===== src/rtl/diag_window_pkg.sv =====
package diag_window_pkg;

    // Cycle sequencer states
    typedef enum logic [1:0] {
        ST_IDLE    = 2'd0,
        ST_RD_REQ  = 2'd1,
        ST_RD_WAIT = 2'd2,
        ST_WR_REQ  = 2'd3
    } cyc_state_t;

    // Register selected by host_addr[3:2]
    typedef enum logic [1:0] {
        RSEL_RADDR = 2'd0,
        RSEL_WADDR = 2'd1,
        RSEL_DATA  = 2'd2,
        RSEL_STAT  = 2'd3
    } reg_sel_t;

    localparam int REG_LANES   = 4;  // byte lanes per host-visible register
    localparam int STAT_BUSY   = 0;
    localparam int STAT_OVR    = 1;

endpackage


===== src/rtl/diag_byte_reg.sv =====
module diag_byte_reg #(
    parameter int NBYTES = 4
) (
    input  logic                  clk,
    input  logic                  rst_n,
    input  logic                  wr_en,
    input  logic [1:0]            lane,
    input  logic [7:0]            wdata,
    input  logic                  load_en,
    input  logic [NBYTES*8-1:0]   load_val,
    output logic [NBYTES*8-1:0]   value
);

    // One independent byte register per lane; a full-word load wins.
    for (genvar b = 0; b < NBYTES; b++) begin : g_lane
        logic [7:0] byte_q;

        always_ff @(posedge clk) begin
            if (!rst_n) begin
                byte_q <= '0;
            end else if (load_en) begin
                byte_q <= load_val[b*8 +: 8];
            end else if (wr_en && (lane == 2'(b))) begin
                byte_q <= wdata;
            end
        end

        assign value[b*8 +: 8] = byte_q;
    end

endmodule


===== src/rtl/diag_host_port.sv =====
module diag_host_port
    import diag_window_pkg::*;
#(
    parameter int HOST_AW = 4,
    parameter int NB_A    = 4,
    parameter int NB_D    = 4
) (
    input  logic                 clk,
    input  logic                 rst_n,
    input  logic [HOST_AW-1:0]   host_addr,
    input  logic                 host_wr,
    input  logic                 host_rd,
    input  logic [7:0]           host_wdata,
    output logic [7:0]           host_rdata,
    output logic                 host_ready,
    input  logic [NB_A*8-1:0]    raddr_val,
    input  logic [NB_A*8-1:0]    waddr_val,
    input  logic [NB_D*8-1:0]    data_val,
    input  logic                 busy,
    output logic                 raddr_we,
    output logic                 waddr_we,
    output logic                 data_we,
    output logic [1:0]           lane,
    output logic                 trig_rd,
    output logic                 trig_wr,
    output logic                 overrun
);

    localparam int WIDE = 8 * REG_LANES;

    logic       hit;
    reg_sel_t   sel;
    logic       stat_we;
    logic       ovr_q;
    logic [7:0] rd_mux;
    logic [7:0] rdata_q;
    logic       ready_q;

    function automatic logic [7:0] pick_lane(input logic [WIDE-1:0] v, input logic [1:0] l);
        return v[l*8 +: 8];
    endfunction

    assign hit  = ((host_addr >> 4) == '0);
    assign sel  = reg_sel_t'(host_addr[3:2]);
    assign lane = host_addr[1:0];

    // Write decode
    always_comb begin
        raddr_we = 1'b0;
        waddr_we = 1'b0;
        data_we  = 1'b0;
        stat_we  = 1'b0;
        if (host_wr && hit) begin
            unique case (sel)
                RSEL_RADDR: raddr_we = 1'b1;
                RSEL_WADDR: waddr_we = 1'b1;
                RSEL_DATA:  data_we  = 1'b1;
                RSEL_STAT:  stat_we  = 1'b1;
            endcase
        end
    end

    assign trig_rd = raddr_we && (lane == 2'd0);
    assign trig_wr = waddr_we && (lane == 2'd0);

    // Sticky overrun: set by a trigger while busy, cleared by write-one
    always_ff @(posedge clk) begin
        if (!rst_n) begin
            ovr_q <= 1'b0;
        end else if ((trig_rd || trig_wr) && busy) begin
            ovr_q <= 1'b1;
        end else if (stat_we && (lane == 2'd0) && host_wdata[STAT_OVR]) begin
            ovr_q <= 1'b0;
        end
    end

    assign overrun = ovr_q;

    // Readback mux
    always_comb begin
        rd_mux = 8'h00;
        if (hit) begin
            unique case (sel)
                RSEL_RADDR: rd_mux = pick_lane(WIDE'(raddr_val), lane);
                RSEL_WADDR: rd_mux = pick_lane(WIDE'(waddr_val), lane);
                RSEL_DATA:  rd_mux = pick_lane(WIDE'(data_val), lane);
                RSEL_STAT: begin
                    if (lane == 2'd0) begin
                        rd_mux[STAT_BUSY] = busy;
                        rd_mux[STAT_OVR]  = ovr_q;
                    end
                end
            endcase
        end
    end

    always_ff @(posedge clk) begin
        if (!rst_n) begin
            rdata_q <= 8'h00;
            ready_q <= 1'b0;
        end else begin
            ready_q <= host_wr || host_rd;
            if (host_rd) begin
                rdata_q <= rd_mux;
            end
        end
    end

    assign host_rdata = rdata_q;
    assign host_ready = ready_q;

endmodule


===== src/rtl/diag_cycle_fsm.sv =====
module diag_cycle_fsm
    import diag_window_pkg::*;
#(
    parameter int MEM_AW   = 32,
    parameter int MEM_DW   = 32,
    parameter int WORD_LSB = 2
) (
    input  logic                       clk,
    input  logic                       rst_n,
    input  logic                       trig_rd,
    input  logic                       trig_wr,
    input  logic [MEM_AW-WORD_LSB-1:0] trig_addr,
    input  logic [MEM_DW-1:0]          trig_wdata,
    input  logic                       mem_gnt,
    input  logic                       mem_rvalid,
    output logic                       mem_req,
    output logic                       mem_we,
    output logic [MEM_AW-1:0]          mem_addr,
    output logic [MEM_DW-1:0]          mem_wdata,
    output logic                       busy,
    output logic                       rd_done
);

    cyc_state_t state_q, state_d;
    logic [MEM_AW-WORD_LSB-1:0] addr_q;
    logic [MEM_DW-1:0]          wdata_q;
    logic                       launch;

    assign launch = (state_q == ST_IDLE) && (trig_rd || trig_wr);

    // State register
    always_ff @(posedge clk) begin
        if (!rst_n) begin
            state_q <= ST_IDLE;
        end else begin
            state_q <= state_d;
        end
    end

    // Transitions
    always_comb begin
        state_d = state_q;
        unique case (state_q)
            ST_IDLE: begin
                if (trig_rd)      state_d = ST_RD_REQ;
                else if (trig_wr) state_d = ST_WR_REQ;
            end
            ST_RD_REQ:  if (mem_gnt)    state_d = ST_RD_WAIT;
            ST_RD_WAIT: if (mem_rvalid) state_d = ST_IDLE;
            ST_WR_REQ:  if (mem_gnt)    state_d = ST_IDLE;
        endcase
    end

    // Cycle address and write word are frozen at launch
    always_ff @(posedge clk) begin
        if (!rst_n) begin
            addr_q  <= '0;
            wdata_q <= '0;
        end else if (launch) begin
            addr_q  <= trig_addr;
            wdata_q <= trig_wdata;
        end
    end

    // Outputs
    always_comb begin
        mem_req = 1'b0;
        mem_we  = 1'b0;
        busy    = 1'b1;
        rd_done = 1'b0;
        unique case (state_q)
            ST_IDLE:    busy = 1'b0;
            ST_RD_REQ:  mem_req = 1'b1;
            ST_RD_WAIT: rd_done = mem_rvalid;
            ST_WR_REQ: begin
                mem_req = 1'b1;
                mem_we  = 1'b1;
            end
        endcase
    end

    assign mem_addr  = {addr_q, {WORD_LSB{1'b0}}};
    assign mem_wdata = wdata_q;

endmodule


===== src/rtl/diag_window.sv =====
module diag_window
    import diag_window_pkg::*;
#(
    parameter int HOST_AW = 4,
    parameter int MEM_AW  = 32,
    parameter int MEM_DW  = 32
) (
    input  logic                clk,
    input  logic                rst_n,
    input  logic [HOST_AW-1:0]  host_addr,
    input  logic                host_wr,
    input  logic                host_rd,
    input  logic [7:0]          host_wdata,
    output logic [7:0]          host_rdata,
    output logic                host_ready,
    output logic                mem_req,
    output logic                mem_we,
    output logic [MEM_AW-1:0]   mem_addr,
    output logic [MEM_DW-1:0]   mem_wdata,
    input  logic                mem_gnt,
    input  logic                mem_rvalid,
    input  logic [MEM_DW-1:0]   mem_rdata
);

    localparam int NB_A     = MEM_AW / 8;
    localparam int NB_D     = MEM_DW / 8;
    localparam int WORD_LSB = $clog2(NB_D);

    logic [MEM_AW-1:0] raddr_q, waddr_q;
    logic [MEM_DW-1:0] data_q;
    logic              raddr_we, waddr_we, data_we;
    logic [1:0]        lane;
    logic              trig_rd, trig_wr;
    logic              busy_w, ovr_w, rd_done;
    logic [MEM_AW-WORD_LSB-1:0] trig_addr;

    diag_host_port #(
        .HOST_AW (HOST_AW),
        .NB_A    (NB_A),
        .NB_D    (NB_D)
    ) u_port (
        .clk        (clk),
        .rst_n      (rst_n),
        .host_addr  (host_addr),
        .host_wr    (host_wr),
        .host_rd    (host_rd),
        .host_wdata (host_wdata),
        .host_rdata (host_rdata),
        .host_ready (host_ready),
        .raddr_val  (raddr_q),
        .waddr_val  (waddr_q),
        .data_val   (data_q),
        .busy       (busy_w),
        .raddr_we   (raddr_we),
        .waddr_we   (waddr_we),
        .data_we    (data_we),
        .lane       (lane),
        .trig_rd    (trig_rd),
        .trig_wr    (trig_wr),
        .overrun    (ovr_w)
    );

    diag_byte_reg #(.NBYTES(NB_A)) u_raddr (
        .clk      (clk),
        .rst_n    (rst_n),
        .wr_en    (raddr_we),
        .lane     (lane),
        .wdata    (host_wdata),
        .load_en  (1'b0),
        .load_val ({MEM_AW{1'b0}}),
        .value    (raddr_q)
    );

    diag_byte_reg #(.NBYTES(NB_A)) u_waddr (
        .clk      (clk),
        .rst_n    (rst_n),
        .wr_en    (waddr_we),
        .lane     (lane),
        .wdata    (host_wdata),
        .load_en  (1'b0),
        .load_val ({MEM_AW{1'b0}}),
        .value    (waddr_q)
    );

    diag_byte_reg #(.NBYTES(NB_D)) u_data (
        .clk      (clk),
        .rst_n    (rst_n),
        .wr_en    (data_we),
        .lane     (lane),
        .wdata    (host_wdata),
        .load_en  (rd_done),
        .load_val (mem_rdata),
        .value    (data_q)
    );

    // Trigger address: staged upper bytes plus the byte arriving now
    always_comb begin
        if (trig_rd) begin
            trig_addr = {raddr_q[MEM_AW-1:8], host_wdata[7:WORD_LSB]};
        end else begin
            trig_addr = {waddr_q[MEM_AW-1:8], host_wdata[7:WORD_LSB]};
        end
    end

    diag_cycle_fsm #(
        .MEM_AW   (MEM_AW),
        .MEM_DW   (MEM_DW),
        .WORD_LSB (WORD_LSB)
    ) u_fsm (
        .clk        (clk),
        .rst_n      (rst_n),
        .trig_rd    (trig_rd),
        .trig_wr    (trig_wr),
        .trig_addr  (trig_addr),
        .trig_wdata (data_q),
        .mem_gnt    (mem_gnt),
        .mem_rvalid (mem_rvalid),
        .mem_req    (mem_req),
        .mem_we     (mem_we),
        .mem_addr   (mem_addr),
        .mem_wdata  (mem_wdata),
        .busy       (busy_w),
        .rd_done    (rd_done)
    );

endmodule


===== config.mk =====
export PLATFORM = sky130hd
export DESIGN_NAME = diag_window
export DESIGN_NICKNAME = d
export VERILOG_FILES = /design/src/rtl/diag_window_pkg.sv /design/src/rtl/diag_byte_reg.sv /design/src/rtl/diag_host_port.sv /design/src/rtl/diag_cycle_fsm.sv /design/src/rtl/diag_window.sv
export SDC_FILE = /design/constraint.sdc
export NUM_CORES = 1
export LEC_CHECK = 0
export ABC_AREA = 1
export BUFFER_PORTS_ARGS = -buffer_cell sky130_fd_sc_hd__buf_2
export CAP_MARGIN = 20
export CORE_UTILIZATION = 45
export DETAILED_ROUTE_END_ITERATION = 6
export PLACE_DENSITY = 0.67
export SETUP_SLACK_MARGIN = 0.15
export SYNTH_ARGS = -nofsm -noshare
export SYNTH_HDL_FRONTEND = slang
export SYNTH_SLANG_ARGS = --single-unit

===== constraint.sdc =====
create_clock -name clk -period 2 [get_ports clk]
set_input_delay 0.1 -clock clk [delete_from_list [all_inputs] [get_ports clk]]
set_output_delay 0.1 -clock clk [all_outputs]
set_load 0.05 [all_outputs]

==> impl_metrics.py <==
metrics = {
    "min_path": {
        "holdCritPathClass": "in -> reg",
        "hold_start": "host_wdata[0]",
        "holdPathStages": 3,
        "hold_end": "u_waddr.g_lane[3].byte_q[0]$_SDFFE_PN0P_",
    },
    "final_layout": {
        "diodes": 0,
        "final_nets": 1257,
        "syn2layout_area_growth_pct": 23.6,
        "drive_gt1_frac": 0.155,
        "n_fill_cell": 1592,
    },
    "setup_path": {
        "startpoint": "u_fsm.state_q[0]$_SDFFE_PN0P_",
        "crit_slowest_cell": "buf_4",
        "max_stage_delay_ns": 0.48,
        "worst_setup_path_start_kind": "register",
        "path_cells": "inv_1 > nand2_1 > a21oi_4 > buf_4 > o21ai_0 > a21oi_1",
        "reg2reg_to": "u_fsm.mem_wdata[22]$_SDFFE_PN0P_",
        "required_ns": 2.37,
        "cp.arrival_ns": 1.99,
        "reg2reg_from": "u_fsm.state_q[0]$_SDFFE_PN0P_",
        "path_max_fanout": 54,
        "r2r_slack_ns": 0.38,
        "crit_path_end_kind": "register",
        "rr_worst_depth": 6,
        "path_class": "reg -> reg",
    },
    "yosys": {
        "async_reset_ff_frac": 0,
        "synth_area_um2": 7390,
        "synth_most_common_cell": "nand2_1",
        "synth_seq_cells": 170,
        "synth_edf_count": 0,
        "synth.area.top_cells": "dfxtp_1 (46%), nand2_1 (13%), o21ai_0 (12%), nor2_1 (8.9%), a21oi_1 (4.0%)",
        "netlist_instances": 1078,
        "synth_ff_type": "dfxtp_1",
        "yosysWarnings": 0,
        "ys_seq_area_frac": 0.461,
        "avgSynthCellArea_um2": 6.85,
        "synth_top_area_frac": 0.461,
        "synth.distinct_cells": 26,
        "yosys.area.top_type": "dfxtp_1",
        "synth.top_cells.by_count": "nand2_1 (255), o21ai_0 (183), nor2_1 (176), dfxtp_1 (170), inv_1 (70)",
    },
    "floorplan": {
        "rows": 46,
        "start_util": 0.463,
        "dieHeight_um": 130,
        "core-area_um2": 15900,
        "dieArea_um2": 16900,
        "io_pins": 125,
        "fp.dieW_um": 130,
    },
    "placed_design": {
        "routabilityCongestion": 0.975,
        "pre_cts_slack_ns": 0.277,
        "io_buffers": 122,
        "hpwl_mm": 15.7,
    },
    "routing": {
        "initialDrtViolationCount": 744,
        "ant_nets": 0,
        "vias_per_cell": 5.20,
        "wl_per_cell_um": 16.1,
        "num_vias": 7461,
        "dr.pass1.iters": 6,
        "drc": 0,
        "wirelength_mm": 23.2,
    },
    "clocking": {
        "post-cts-setup-buffers": 0,
        "cts_tree": "yes",
        "cts_max_path_buffers": 2,
        "cts.sinks": 170,
        "clkLatencyLatePin_ns": 0.43,
        "cts_made_buffers": 17,
        "h-tree-depth": 4,
        "root_buffer": "clkbuf_16",
        "clk_pin_slew_ns": 0.07,
    },
    "timing": {
        "skew_ns": 0.00697,
        "setup_tns_ns": 0,
        "hold_violations": 0,
        "layout_min_cycle_time_ns": 1.62,
        "relSlewSlack": 0.576,
        "slew_viol_final": 0,
        "fmax_mhz": 616,
        "fin_crit_sh": 0.811,
        "setup_slack_ns": 0.378,
        "tightest_slew_ns": 0.636,
        "setup_viol": 0,
        "grt_setup_unrepaired": "false",
    },
    "power_and_ir_drop": {
        "peakVddDrop_v": 0.000646,
        "p_leak_nw": 4.17,
        "clkPwrFrac": 0.422,
        "finalPower_mw": 8.35,
        "p_sw_frac": 0.276,
        "internal-power_mw": 6.05,
        "power_frac_seq": 0.441,
        "p_sw_mw": 2.30,
        "p_comb_frac": 0.138,
        "power_density_nw_per_um2": 914,
    },
    "global_route": {
        "use_met1": 0.391,
        "globalRouteMet3Util": 0.0566,
        "grt_max_degree": 55,
        "use_met2": 0.423,
        "grt_pass1_wl_mm": 36.3,
        "grt.busiest_layer": "met2",
        "grt_pass1_vias": 6787,
        "grt_usage": 0.283,
        "grt_overflow": 0,
        "grt_antenna_before_repair": 0,
    },
    "status": {
        "outcome": "finished, final reports clean",
    },
    "flow_run": {
        "maxCapViolations": 0,
    },
}
-- how the worst max path moves through the flow --
stage / endpoint / cells after the start / slack [ns]
3_3_place_gp: u_fsm.addr_q[17]$_SDFFE_PN0P_ / 9 / 0.34
3_5_place_dp: u_fsm.mem_wdata[4]$_SDFFE_PN0P_ / 9 / 0.28
5_1_grt: u_fsm.mem_wdata[6]$_SDFFE_PN0P_ / 6 / 0.16
4_1_cts: u_fsm.addr_q[23]$_SDFFE_PN0P_ / 6 / 0.29
2_1_floorplan: u_data.g_lane[2].byte_q[5]$_SDFFE_PN0P_ / 7 / 0.60
6_report: u_fsm.mem_wdata[22]$_SDFFE_PN0P_ / 6 / 0.38
-- per-layer routing --
layer / vias up / wire (um)
met2: 311 / 10000
met4: 0 / 792
met1: 3355 / 10700
met5: - / 0
met3: 56 / 1650
li1: 3739 / -
-- per-stage QoR --
| step | utilization | hold slack, ns | std cells | cell area [um2] |
|---|---|---|---|---|
| after floorplan | - | 0.243 | 1079 | 7390 |
| after global placement | 0.512 | 0.374 | 1370 | 8170 |
| after detailed placement | 0.512 | 0.374 | 1370 | 8170 |
| after CTS | 0.573 | 0.0303 | 1435 | 9130 |
| after global routing | 0.573 | 0.0488 | 1435 | 9130 |
| final | 0.573 | 0.0479 | 1435 | 9130 |
-- layout by cell type, fill, tap and decap left out, types with 2 or more instances in the layout --
cell type      count
nand2_1          255
o21ai_0          183
nor2_1           176
dfxtp_1          170
buf_2            121
inv_1             70
a21oi_1           59
dlygate4sd3_1     34
a31oi_1           32
o21ai_1           28
buf_4             23
clkbuf_16         17
nand3_1           16
bufinv_16          4
nor2_4             3
clkinv_2           3
buf_12             3
inv_2              2
o21ai_2            2
conb_1             2
inv_6              2
clkinvlp_4         2
clkbuf_8           2
-- registers in the layout, summed over array words and instances (netlist names) --
name / count
u_port.host_ready: 1
u_port.overrun: 1
u_data.g_lane.byte_q: 32
u_waddr.g_lane.byte_q: 32
u_fsm.addr_q: 30
u_fsm.state_q: 2
u_port.host_rdata: 8
u_fsm.mem_wdata: 32
u_raddr.g_lane.byte_q: 32
-- critical path: cells and delay by family (launching register included) --
kind	cells	cell delay (ns)
AOI/OAI and AO/OA	3	0.48
and+or+nand+nor	1	0.16
buffers and inverters	2	0.58
DFF	1	0.33
-- cell families (layout without fill, tap and decap cells) --
kind of cell    Yosys count  in the layout  synth area share
compound gates          308            308             0.218
buf+inv                 145            285            0.0825
flops                   170            170             0.461
other cells               1              2          0.000508
simple gates            454            454             0.239
-- power by group through the flow --
stage	Clock, mW	Combinational [mW]	Sequential (mW)
2_1_floorplan	0	0.546	3.93
3_3_place_gp	0	1.07	3.75
3_5_place_dp	0	1.08	3.75
4_1_cts	3.55	1.14	3.67
5_1_grt	3.71	1.26	3.69
6_report	3.52	1.15	3.68
-- what timing repair did --
action | CTS | global route
hold endpoints to repair | 39 | 0
setup endpoints to repair | 0 | 6
resized for setup | 0 | 2
hold buffers | 34 | 0
-- area by class of cell --
cell class                 count  area (um2)  area share
multi-input combinational    764        3380       0.370
sequential                   170        3400       0.373
timing repair buffer         181        1180       0.129
clock buffer                  20         457      0.0500
clock inverter                11         168      0.0184
tap                          216         270      0.0296
inverter                      73         277      0.0303
No activity file was read; power rests on OpenSTA's default activity.
